`src/rtl/esync_pkg.sv`:
```
package esync_pkg;

  typedef struct packed {
    logic mask_hd;
    logic mask_vd;
    logic mask_v;
    logic enh;
  } esync_cfg_t;

  typedef enum logic [1:0] {
    MODE_NORMAL = 2'd0,
    MODE_HOLD   = 2'd1,
    MODE_RUN    = 2'd2
  } esync_mode_e;

  localparam esync_cfg_t CFG_RESET = '{mask_hd: 1'b0, mask_vd: 1'b1,
                                       mask_v: 1'b1, enh: 1'b0};

  function automatic esync_mode_e decode_mode(esync_cfg_t c);
    if (!c.enh)       return MODE_NORMAL;
    else if (c.mask_v) return MODE_HOLD;
    else              return MODE_RUN;
  endfunction

endpackage

```
`src/rtl/esync_sync.sv`:
```
module esync_sync #(
  parameter int STAGES = 2
) (
  input  logic clk,
  input  logic rst_n,
  input  logic sync_raw_i,
  output logic lvl_o,
  output logic rise_o,
  output logic fall_o
);

  logic [STAGES-1:0] chain_q;
  logic [STAGES-1:0] chain_d;
  logic              prev_q;
  logic              prev_d;

  generate
    for (genvar i = 0; i < STAGES; i++) begin : g_stage
      if (i == 0) begin : g_first
        always_comb chain_d[i] = sync_raw_i;
      end else begin : g_rest
        always_comb chain_d[i] = chain_q[i-1];
      end
    end
  endgenerate

  always_comb prev_d = chain_q[STAGES-1];

  always_ff @(posedge clk or negedge rst_n) begin
    if (!rst_n) begin
      chain_q <= '1;
      prev_q  <= 1'b1;
    end else begin
      chain_q <= chain_d;
      prev_q  <= prev_d;
    end
  end

  always_comb begin
    lvl_o  = chain_q[STAGES-1];
    rise_o = chain_q[STAGES-1] & ~prev_q;
    fall_o = ~chain_q[STAGES-1] & prev_q;
  end

endmodule

```
`src/rtl/esync_cfg.sv`:
```
module esync_cfg
  import esync_pkg::*;
#(
  parameter int DATA_W = 8,
  parameter int FIELD_LSB = 3
) (
  input  logic              clk,
  input  logic              rst_n,
  input  logic              load_i,
  input  logic [DATA_W-1:0] data_i,
  output esync_cfg_t        cfg_o
);

  localparam int FIELD_W = $bits(esync_cfg_t);

  esync_cfg_t cfg_q;
  esync_cfg_t cfg_d;

  always_comb begin
    cfg_d = cfg_q;
    if (load_i) cfg_d = esync_cfg_t'(data_i[FIELD_LSB +: FIELD_W]);
  end

  always_ff @(posedge clk or negedge rst_n) begin
    if (!rst_n) cfg_q <= CFG_RESET;
    else        cfg_q <= cfg_d;
  end

  assign cfg_o = cfg_q;

  AST_CFG_STABLE: assert property (@(posedge clk) disable iff (!rst_n)
    !load_i |=> $stable(cfg_q));

endmodule

```
`src/rtl/esync_strobe.sv`:
```
module esync_strobe
  import esync_pkg::*;
(
  input  logic       clk,
  input  logic       rst_n,
  input  logic       rise_i,
  input  logic       fall_i,
  input  esync_cfg_t cfg_i,
  input  logic       single_field_i,
  output logic       hcnt_rst_o,
  output logic       vcnt_rst_o,
  output logic       fd_rst_o,
  output logic       fd_adv_o
);

  logic hrst_d, vrst_d, fdr_d, fda_d;
  logic hrst_q, vrst_q, fdr_q, fda_q;
  logic any_edge;
  esync_mode_e mode;

  always_comb begin
    mode     = decode_mode(cfg_i);
    any_edge = rise_i | fall_i;
    hrst_d   = 1'b0;
    vrst_d   = 1'b0;
    fdr_d    = 1'b0;
    fda_d    = 1'b0;
    unique case (mode)
      MODE_NORMAL: begin
        hrst_d = rise_i;
        vrst_d = rise_i;
        fdr_d  = rise_i;
      end
      MODE_HOLD, MODE_RUN: begin
        hrst_d = any_edge;
        vrst_d = any_edge;
        fda_d  = any_edge & ~single_field_i;
      end
      default: begin
        hrst_d = 1'b0;
      end
    endcase
  end

  always_ff @(posedge clk or negedge rst_n) begin
    if (!rst_n) begin
      hrst_q <= 1'b0;
      vrst_q <= 1'b0;
      fdr_q  <= 1'b0;
      fda_q  <= 1'b0;
    end else begin
      hrst_q <= hrst_d;
      vrst_q <= vrst_d;
      fdr_q  <= fdr_d;
      fda_q  <= fda_d;
    end
  end

  assign hcnt_rst_o = hrst_q;
  assign vcnt_rst_o = vrst_q;
  assign fd_rst_o   = fdr_q;
  assign fd_adv_o   = fda_q;

  AST_FALL_IGNORED_NORMAL: assert property (@(posedge clk) disable iff (!rst_n)
    (fall_i && !cfg_i.enh) |=> !hcnt_rst_o);
  AST_FDRST_FROM_RISE: assert property (@(posedge clk) disable iff (!rst_n)
    fd_rst_o |-> $past(rise_i));
  AST_FDADV_NOT_SINGLE: assert property (@(posedge clk) disable iff (!rst_n)
    fd_adv_o |-> !$past(single_field_i));
  AST_ENH_NO_FDRST: assert property (@(posedge clk) disable iff (!rst_n)
    fd_adv_o |-> !fd_rst_o);

endmodule

```
`src/rtl/esync_mask.sv`:
```
module esync_mask
  import esync_pkg::*;
(
  input  logic       clk,
  input  logic       rst_n,
  input  logic       lvl_i,
  input  esync_cfg_t cfg_i,
  output logic       v_hold_o,
  output logic       seq0_sel_o,
  output logic       scp_off_o,
  output logic       vd_mask_o,
  output logic       hd_mask_o,
  output logic       scp0_low_o,
  output logic       upd_inhibit_o
);

  typedef struct packed {
    logic v_hold;
    logic seq0_sel;
    logic scp_off;
    logic vd_mask;
    logic hd_mask;
    logic scp0_low;
    logic upd_inhibit;
  } mask_t;

  mask_t       mask_d, mask_q;
  esync_mode_e mode;
  logic        in_low;

  always_comb begin
    mode   = decode_mode(cfg_i);
    in_low = ~lvl_i;
    mask_d = '0;
    if (in_low) begin
      unique case (mode)
        MODE_HOLD: begin
          mask_d.v_hold      = 1'b1;
          mask_d.seq0_sel    = 1'b1;
          mask_d.scp_off     = 1'b1;
          mask_d.vd_mask     = cfg_i.mask_vd;
          mask_d.scp0_low    = 1'b1;
          mask_d.upd_inhibit = 1'b1;
        end
        MODE_RUN: begin
          mask_d.vd_mask     = cfg_i.mask_vd;
          mask_d.hd_mask     = cfg_i.mask_hd;
          mask_d.scp0_low    = 1'b1;
          mask_d.upd_inhibit = 1'b1;
        end
        default: begin
          mask_d = '0;
        end
      endcase
    end
  end

  always_ff @(posedge clk or negedge rst_n) begin
    if (!rst_n) mask_q <= '0;
    else        mask_q <= mask_d;
  end

  assign v_hold_o      = mask_q.v_hold;
  assign seq0_sel_o    = mask_q.seq0_sel;
  assign scp_off_o     = mask_q.scp_off;
  assign vd_mask_o     = mask_q.vd_mask;
  assign hd_mask_o     = mask_q.hd_mask;
  assign scp0_low_o    = mask_q.scp0_low;
  assign upd_inhibit_o = mask_q.upd_inhibit;

  AST_VHOLD_INHIBITS: assert property (@(posedge clk) disable iff (!rst_n)
    v_hold_o |-> upd_inhibit_o);
  AST_HDMASK_RUN_ONLY: assert property (@(posedge clk) disable iff (!rst_n)
    hd_mask_o |-> !v_hold_o);
  AST_VDMASK_IN_LOW: assert property (@(posedge clk) disable iff (!rst_n)
    vd_mask_o |-> scp0_low_o);
  AST_LEVEL_FROM_LOW: assert property (@(posedge clk) disable iff (!rst_n)
    upd_inhibit_o |-> !$past(lvl_i));

endmodule

```
`src/rtl/esync_ctrl.sv`:
```
module esync_ctrl
  import esync_pkg::*;
#(
  parameter int SYNC_STAGES = 2,
  parameter int CFG_W       = 8,
  parameter int CFG_LSB     = 3
) (
  input  logic             clk,
  input  logic             rst_n,
  input  logic             sync_in,
  input  logic             cfg_load,
  input  logic [CFG_W-1:0] cfg_data,
  input  logic             single_field,
  output logic             hcnt_rst,
  output logic             vcnt_rst,
  output logic             fd_rst,
  output logic             fd_adv,
  output logic             v_hold,
  output logic             seq0_sel,
  output logic             scp_off,
  output logic             vd_mask,
  output logic             hd_mask,
  output logic             scp0_low,
  output logic             upd_inhibit
);

  logic       sync_lvl, sync_rise, sync_fall;
  esync_cfg_t cfg;

  esync_sync #(.STAGES(SYNC_STAGES)) u_sync (
    .clk        (clk),
    .rst_n      (rst_n),
    .sync_raw_i (sync_in),
    .lvl_o      (sync_lvl),
    .rise_o     (sync_rise),
    .fall_o     (sync_fall)
  );

  esync_cfg #(.DATA_W(CFG_W), .FIELD_LSB(CFG_LSB)) u_cfg (
    .clk    (clk),
    .rst_n  (rst_n),
    .load_i (cfg_load),
    .data_i (cfg_data),
    .cfg_o  (cfg)
  );

  esync_strobe u_strobe (
    .clk            (clk),
    .rst_n          (rst_n),
    .rise_i         (sync_rise),
    .fall_i         (sync_fall),
    .cfg_i          (cfg),
    .single_field_i (single_field),
    .hcnt_rst_o     (hcnt_rst),
    .vcnt_rst_o     (vcnt_rst),
    .fd_rst_o       (fd_rst),
    .fd_adv_o       (fd_adv)
  );

  esync_mask u_mask (
    .clk           (clk),
    .rst_n         (rst_n),
    .lvl_i         (sync_lvl),
    .cfg_i         (cfg),
    .v_hold_o      (v_hold),
    .seq0_sel_o    (seq0_sel),
    .scp_off_o     (scp_off),
    .vd_mask_o     (vd_mask),
    .hd_mask_o     (hd_mask),
    .scp0_low_o    (scp0_low),
    .upd_inhibit_o (upd_inhibit)
  );

  AST_NO_STROBE_IDLE: assert property (@(posedge clk) disable iff (!rst_n)
    (hcnt_rst && !$past(sync_rise)) |-> $past(sync_fall));

endmodule

```
`config.mk`:
```
export PLATFORM = sky130hd
export DESIGN_NAME = esync_ctrl
export DESIGN_NICKNAME = d
export VERILOG_FILES = /design/src/rtl/esync_pkg.sv /design/src/rtl/esync_sync.sv /design/src/rtl/esync_cfg.sv /design/src/rtl/esync_strobe.sv /design/src/rtl/esync_mask.sv /design/src/rtl/esync_ctrl.sv
export SDC_FILE = /design/constraint.sdc
export NUM_CORES = 1
export LEC_CHECK = 0
export BUFFER_PORTS_ARGS = -buffer_cell sky130_fd_sc_hd__clkbuf_2
export CAP_MARGIN = 15
export CORE_MARGIN = 2
export CORE_UTILIZATION = 38
export CTS_CLUSTER_SIZE = 30
export DETAILED_ROUTE_END_ITERATION = 12
export GPL_TIMING_DRIVEN = 0
export PLACE_DENSITY = 0.7
export SYNTH_ARGS = -nofsm -noshare
export SYNTH_HDL_FRONTEND = slang
export SYNTH_SLANG_ARGS = --single-unit
```
`constraint.sdc`:
```
create_clock -name clk -period 1.06 [get_ports clk]
set_input_delay 0.212 -clock clk [delete_from_list [all_inputs] [get_ports clk]]
set_output_delay 0.212 -clock clk [all_outputs]
set_load 0.005 [all_outputs]
```
# Yosys cells after proc, flatten, opt, wreduce, memory -nomap -nowiden
# Cells that the tools add are included.
[totals]
ff_bits = 17
input_bits = 13
output_inout_bits = 11
elab_cells = 37
[classes]
eq_ne = 2
mux = 10
bitwise = 7
reduce_logical = 2
[ops]
columns = ["cell", "count"]
rows = [
  ["$mux 7", 1],
  ["$mux 2", 3],
  ["$mux 1", 4],
  ["$and 1x1->1", 3],
  ["$mux 3", 1],
  ["$not 1->1", 3],
  ["$eq 2x1->1 const B", 1],
  ["$eq 2x2->1 const B", 1],
  ["$logic_not 2->1", 1],
  ["$pmux 1 s2", 1],
  ["$reduce_or 2->1", 1],
  ["$or 1x1->1", 1],
]

# Logic depth before layout (Yosys ltp)
[depth]
depth_word = 6
depth_mapped = 4
depth_no_buf = 4

# By module
# A second synthesis with hierarchy kept.
[unflattened]
hier_cells = 40
hier_area_um2 = 568.0
[by_module_without_submodules]
columns = ["mod", "instances", "cells_each", "area_each_um2", "seq_area_each_um2"]
rows = [
  ["esync_mask", 1, 11, 163.9, 100.1],
  ["esync_strobe", 1, 16, 162.7, 75.1],
  ["esync_cfg", 1, 8, 147.6, 102.6],
  ["esync_sync", 1, 5, 93.8, 78.8],
]

# Worst setup path after synthesis
# No wires, ideal clock.
[synth_path]
kind = "reg2reg"
startpoint = "register u_sync.prev_q"
endpoint = "register u_strobe.fda_q, in the netlist u_strobe.fd_adv_o"
setup_time_ns = 0.071
t_arrival_ns = 0.985
required_ns = 0.989
slack_ns = 0.004
stages_incl_launch_ff = 5
path_buffers = 0
period_less_slack_ns = 1.056
path_cell_list = "dfstp_2 -> inv_1 -> ha_1 -> nand2b_1 -> nor2_1"
[synth_via]
elab_chain_cells = 5
elab_cells_between_ends = 6
classes_between = "mux: 1; bitwise: 5"
[synth_lines]
columns = ["item", "line_no", "rtl"]
rows = [
  ["start, declared", "esync_sync.sv:14", "logic prev_q;"],
  ["start signal, assigned", "esync_sync.sv:35", "prev_q <= prev_d;"],
  ["$not 1->1", "esync_sync.sv:41", "rise_o = chain_q[STAGES-1] & ~prev_q;"],
  ["$and 1x1->1", "esync_sync.sv:41", ""],
  ["$or 1x1->1 *", "esync_strobe.sv:23", "any_edge = rise_i | fall_i;"],
  ["$and 1x1->1 *", "esync_strobe.sv:37", "fda_d = any_edge & ~single_field_i;"],
  ["$mux 1 *", "esync_strobe.sv:28", "unique case (mode)"],
  ["via u_strobe.fda_d", "esync_strobe.sv:16", "logic hrst_d, vrst_d, fdr_d, fda_d;"],
  ["end signal, assigned", "esync_strobe.sv:50", "fda_q <= 1'b0;"],
  ["end signal, assigned", "esync_strobe.sv:55", "fda_q <= fda_d;"],
  ["end, declared", "esync_strobe.sv:17", "logic hrst_q, vrst_q, fdr_q, fda_q;"],
]
# Mark *: on every way through the listed nets, which the timed path passes. The rest lies on a longest branch.
# A chain may end at the register's enable or synchronous reset.

==> results.md <==
- Num CTS Buffers: 3
- Slowest CP cell: dfrtp_1
- P_int: a little over 0.0008 W
- PnR worst setup slack: -0.0413 ns
- Core footprint: between 1000 and 1500 sq um
- Area of the die: 1620 sq um
- Final Non-Filler Cells: 70
- Post-Synthesis Cells: 32
- Largest net degree at the start of global routing: 15
- Die X: between 40 and 50 um
- Slowest Stage Delay on Critical Path: 0.39 ns
- Met1 wire length: roughly 260 um
- TritonCTS clock tree: yes
- P&R area growth vs syn: 35.3%
- CP startpoint kind: flop
- Period minus WS final: 1.10 ns
- Synth top area share: 45.1%
- Initial Utilization: between 30 and 40%
- Mapped Area: roughly 500 sq um
- Diodes inserted: 0
- Worst Max-Slew Pin Slew: 0.318 ns
- Slew Viols, Final: 0
- Syn avg cell area: 15.6 sq um
- First-pass GRT wire length: 1170 um
- Pwr/cell area: 1520 nW/um^2
- Grt ovf: 0
- CTS Sinks: 14
- Sw Ratio: 21.4%
- HP Class: in -> reg
- FF+latch area: 357 sq um
- DRT antenna net count: 0
- RSZ-0062 raised after global routing: true
- Status: finished with violations
- Wire length per cell: 9.83 um
- Leakage: about 0.36 nW
- Setup crit end kind: primary output
- CP required: 0.85 ns
- Register area share after synthesis: 71.4%
- Synthesized net count: 46
- Number of max-cap violations: 0
- Max-slew headroom: slightly below 80%
- Crit share post-route: 104%
- Comb power frac: 11.9%
- Total Routing Usage GR: between 10 and 15%
- 1st-pass router iterations: 1
- Power share of the clock group: 28.7%
- H-tree depth: 1
- Count of final setup violators: 5
- FF+latch count, synth: 14
- Ports: 24
- Worst r2r path cells: 2
- Fin util: 53.3%
- Area leader, netlist: dfrtp_1
- DR vias/cell: about 4.2
- FF-to-FF Start: u_sync.chain_q[1]
- Top Layer Used: met3
- Most frequent cells in the layout: clkbuf_2 (19), dfrtp_1 (9), dfstp_2 (5)
- Die H: 40.2 um
- Synth warnings: 0
- Share of power burned in registers: 59.5%
- Multi-input logic area: around 140 sq um
- Share of layout cells above drive strength 1: 67.3%
- Crit path from: u_mask.scp_off_o
- CP cell instances: buf_4, clkbuf_2
- Fillers: around 120
- Final hold vios: 0
- WP data arrival: between 0.8 and 0.9 ns
- Synth cell types: 12
- Hold_ws: slightly above 0.02 ns
- WHS Path Cells: 1
- Register clock-pin slew on the reported worst setup and hold paths: 0.08 ns
- Core Rows: 13
- Clk root buf: clkbuf_4
- Final setup TNS: -0.127 ns
- Hold Path Sink: u_sync.chain_q[0]
- RePlAce Congestion: 0.611
- Initial DRC Count: 0
- Synth top area cells: dfrtp_1 (45%), dfstp_2 (26%), mux2_1 (9.0%)
- Met3 WL post-DR: 95 um
- DP Cell Count: 66
- Crit Path Class: reg -> out
- Worst Skew: 0.00446 ns
- # DRC: 0
- Met2 routed WL: about 330 um
- Vias: between 200 and 300
- F_max: 908 MHz
- Vias in the first global route: 290
- Final #Nets: 70
- P_sw: 0.000219 W
- VDD IR-drop max: ~0.0009 V
- Reg2reg setup slack: -0.03 ns
- Hold_sp: sync_in
- Routed WL: 688 um
- Clk_lat worst skew: 0.27 ns
- Crit-path max FO: 3
- Initial antenna violation count: 0
- Bufs on Longest Clock Path: 2
- R2r endpoint: u_mask.hd_mask_o
- IO Port Bufs: 19
- Commonest non-fill, non-tap cell in the layout: clkbuf_2
- Failing checks: setup timing
## synth_stat cells
| master | count |
|---|---|
| dfstp_2 | 5 |
| nand2b_1 | 2 |
| and2_1 | 2 |
| ha_1 | 1 |
| and2b_1 | 1 |
| nor2_1 | 1 |
| inv_1 | 1 |
| nor2b_1 | 1 |
| buf_4 | 4 |
| dfrtp_1 | 9 |
| and3b_1 | 1 |
| mux2_1 | 4 |
## layout make-up
cell class,instances,area share [%]
plain buffers,2,2.22
clock buffers,4,3.89
inverters,1,0.556
multi-input cells,13,21.1
flip-flops and latches,14,52.8
well taps,15,2.78
repair buffers,21,16.7
## flip-flops by register name (all words and copies together) (netlist names)
signal and cells:
u_mask.vd_mask_o 1, u_mask.scp0_low_o 1, u_mask.hd_mask_o 1, u_sync.chain_q 2, u_strobe.fd_rst_o 1, u_strobe.hcnt_rst_o 1
u_sync.prev_q 1, u_cfg.cfg_o 4, u_strobe.fd_adv_o 1, u_mask.scp_off_o 1
## worst max path at each step
stage / slack, ns / cells after the start / end
2_1_floorplan: 0.004 / 4 / u_strobe.fd_adv_o
4_1_cts: -0.06 / 2 / v_hold
5_1_grt: -0.10 / 2 / v_hold
6_report: -0.04 / 2 / v_hold
3_3_place_gp: -0.02 / 4 / u_strobe.fd_adv_o
3_5_place_dp: -0.03 / 4 / u_strobe.fd_adv_o
## power groups by stage
stage	sequential [W]	clock (W)	combinational, W
after detailed placement	0.000613	0	0.000112
after CTS	0.000608	0.000314	0.000114
after global routing	0.000615	0.000348	0.000139
final	0.000609	0.000293	0.000121
after global placement	0.000611	0	0.000109
after floorplan	0.000611	0	0.0000499
## logic make-up after synthesis
kind of cell,Yosys count,share of synthesized area (%)
fa+ha+maj,1,2.51
buf+inv,5,6.77
flops,14,71.4
mux,4,9.02
simple gates,8,10.3
## critical path, delay by kind of cell (launching register included)
kind | cells | cell delay, ns
buf+inv | 2 | 0.23
flops | 1 | 0.39
## metal layers
| metal | global-route usage, % | vias to the layer above |
|---|---|---|
| met3 | 5.00 | 0 |
| met5 | 0 | - |
| met2 | 19.8 | 21 |
| met4 | 12.5 | 0 |
| li1 | - | 143 |
| met1 | 11.7 | 130 |
## stage by stage
step	setup WS, ns	power (W)	instance area, sq um
5_1_grt	-0.102	0.00110	676
3_5_place_dp	-0.0327	0.000725	613
4_1_cts	-0.0612	0.00104	662
3_3_place_gp	-0.0208	0.000719	613
6_report	-0.0413	0.00102	676
2_1_floorplan	0.00367	0.000661	499
## what timing repair did
action                                  in CTS  in global routing
hold buffers                                 1                  0
endpoints found under the setup margin       6                  7
gates resized for setup                      5                  3
pin swaps                                    2                  5
gates cloned                                 0                  0
endpoints found under the hold margin        9                  0
buffers inserted                             0                  1
Power figures use the tool's default switching activity.
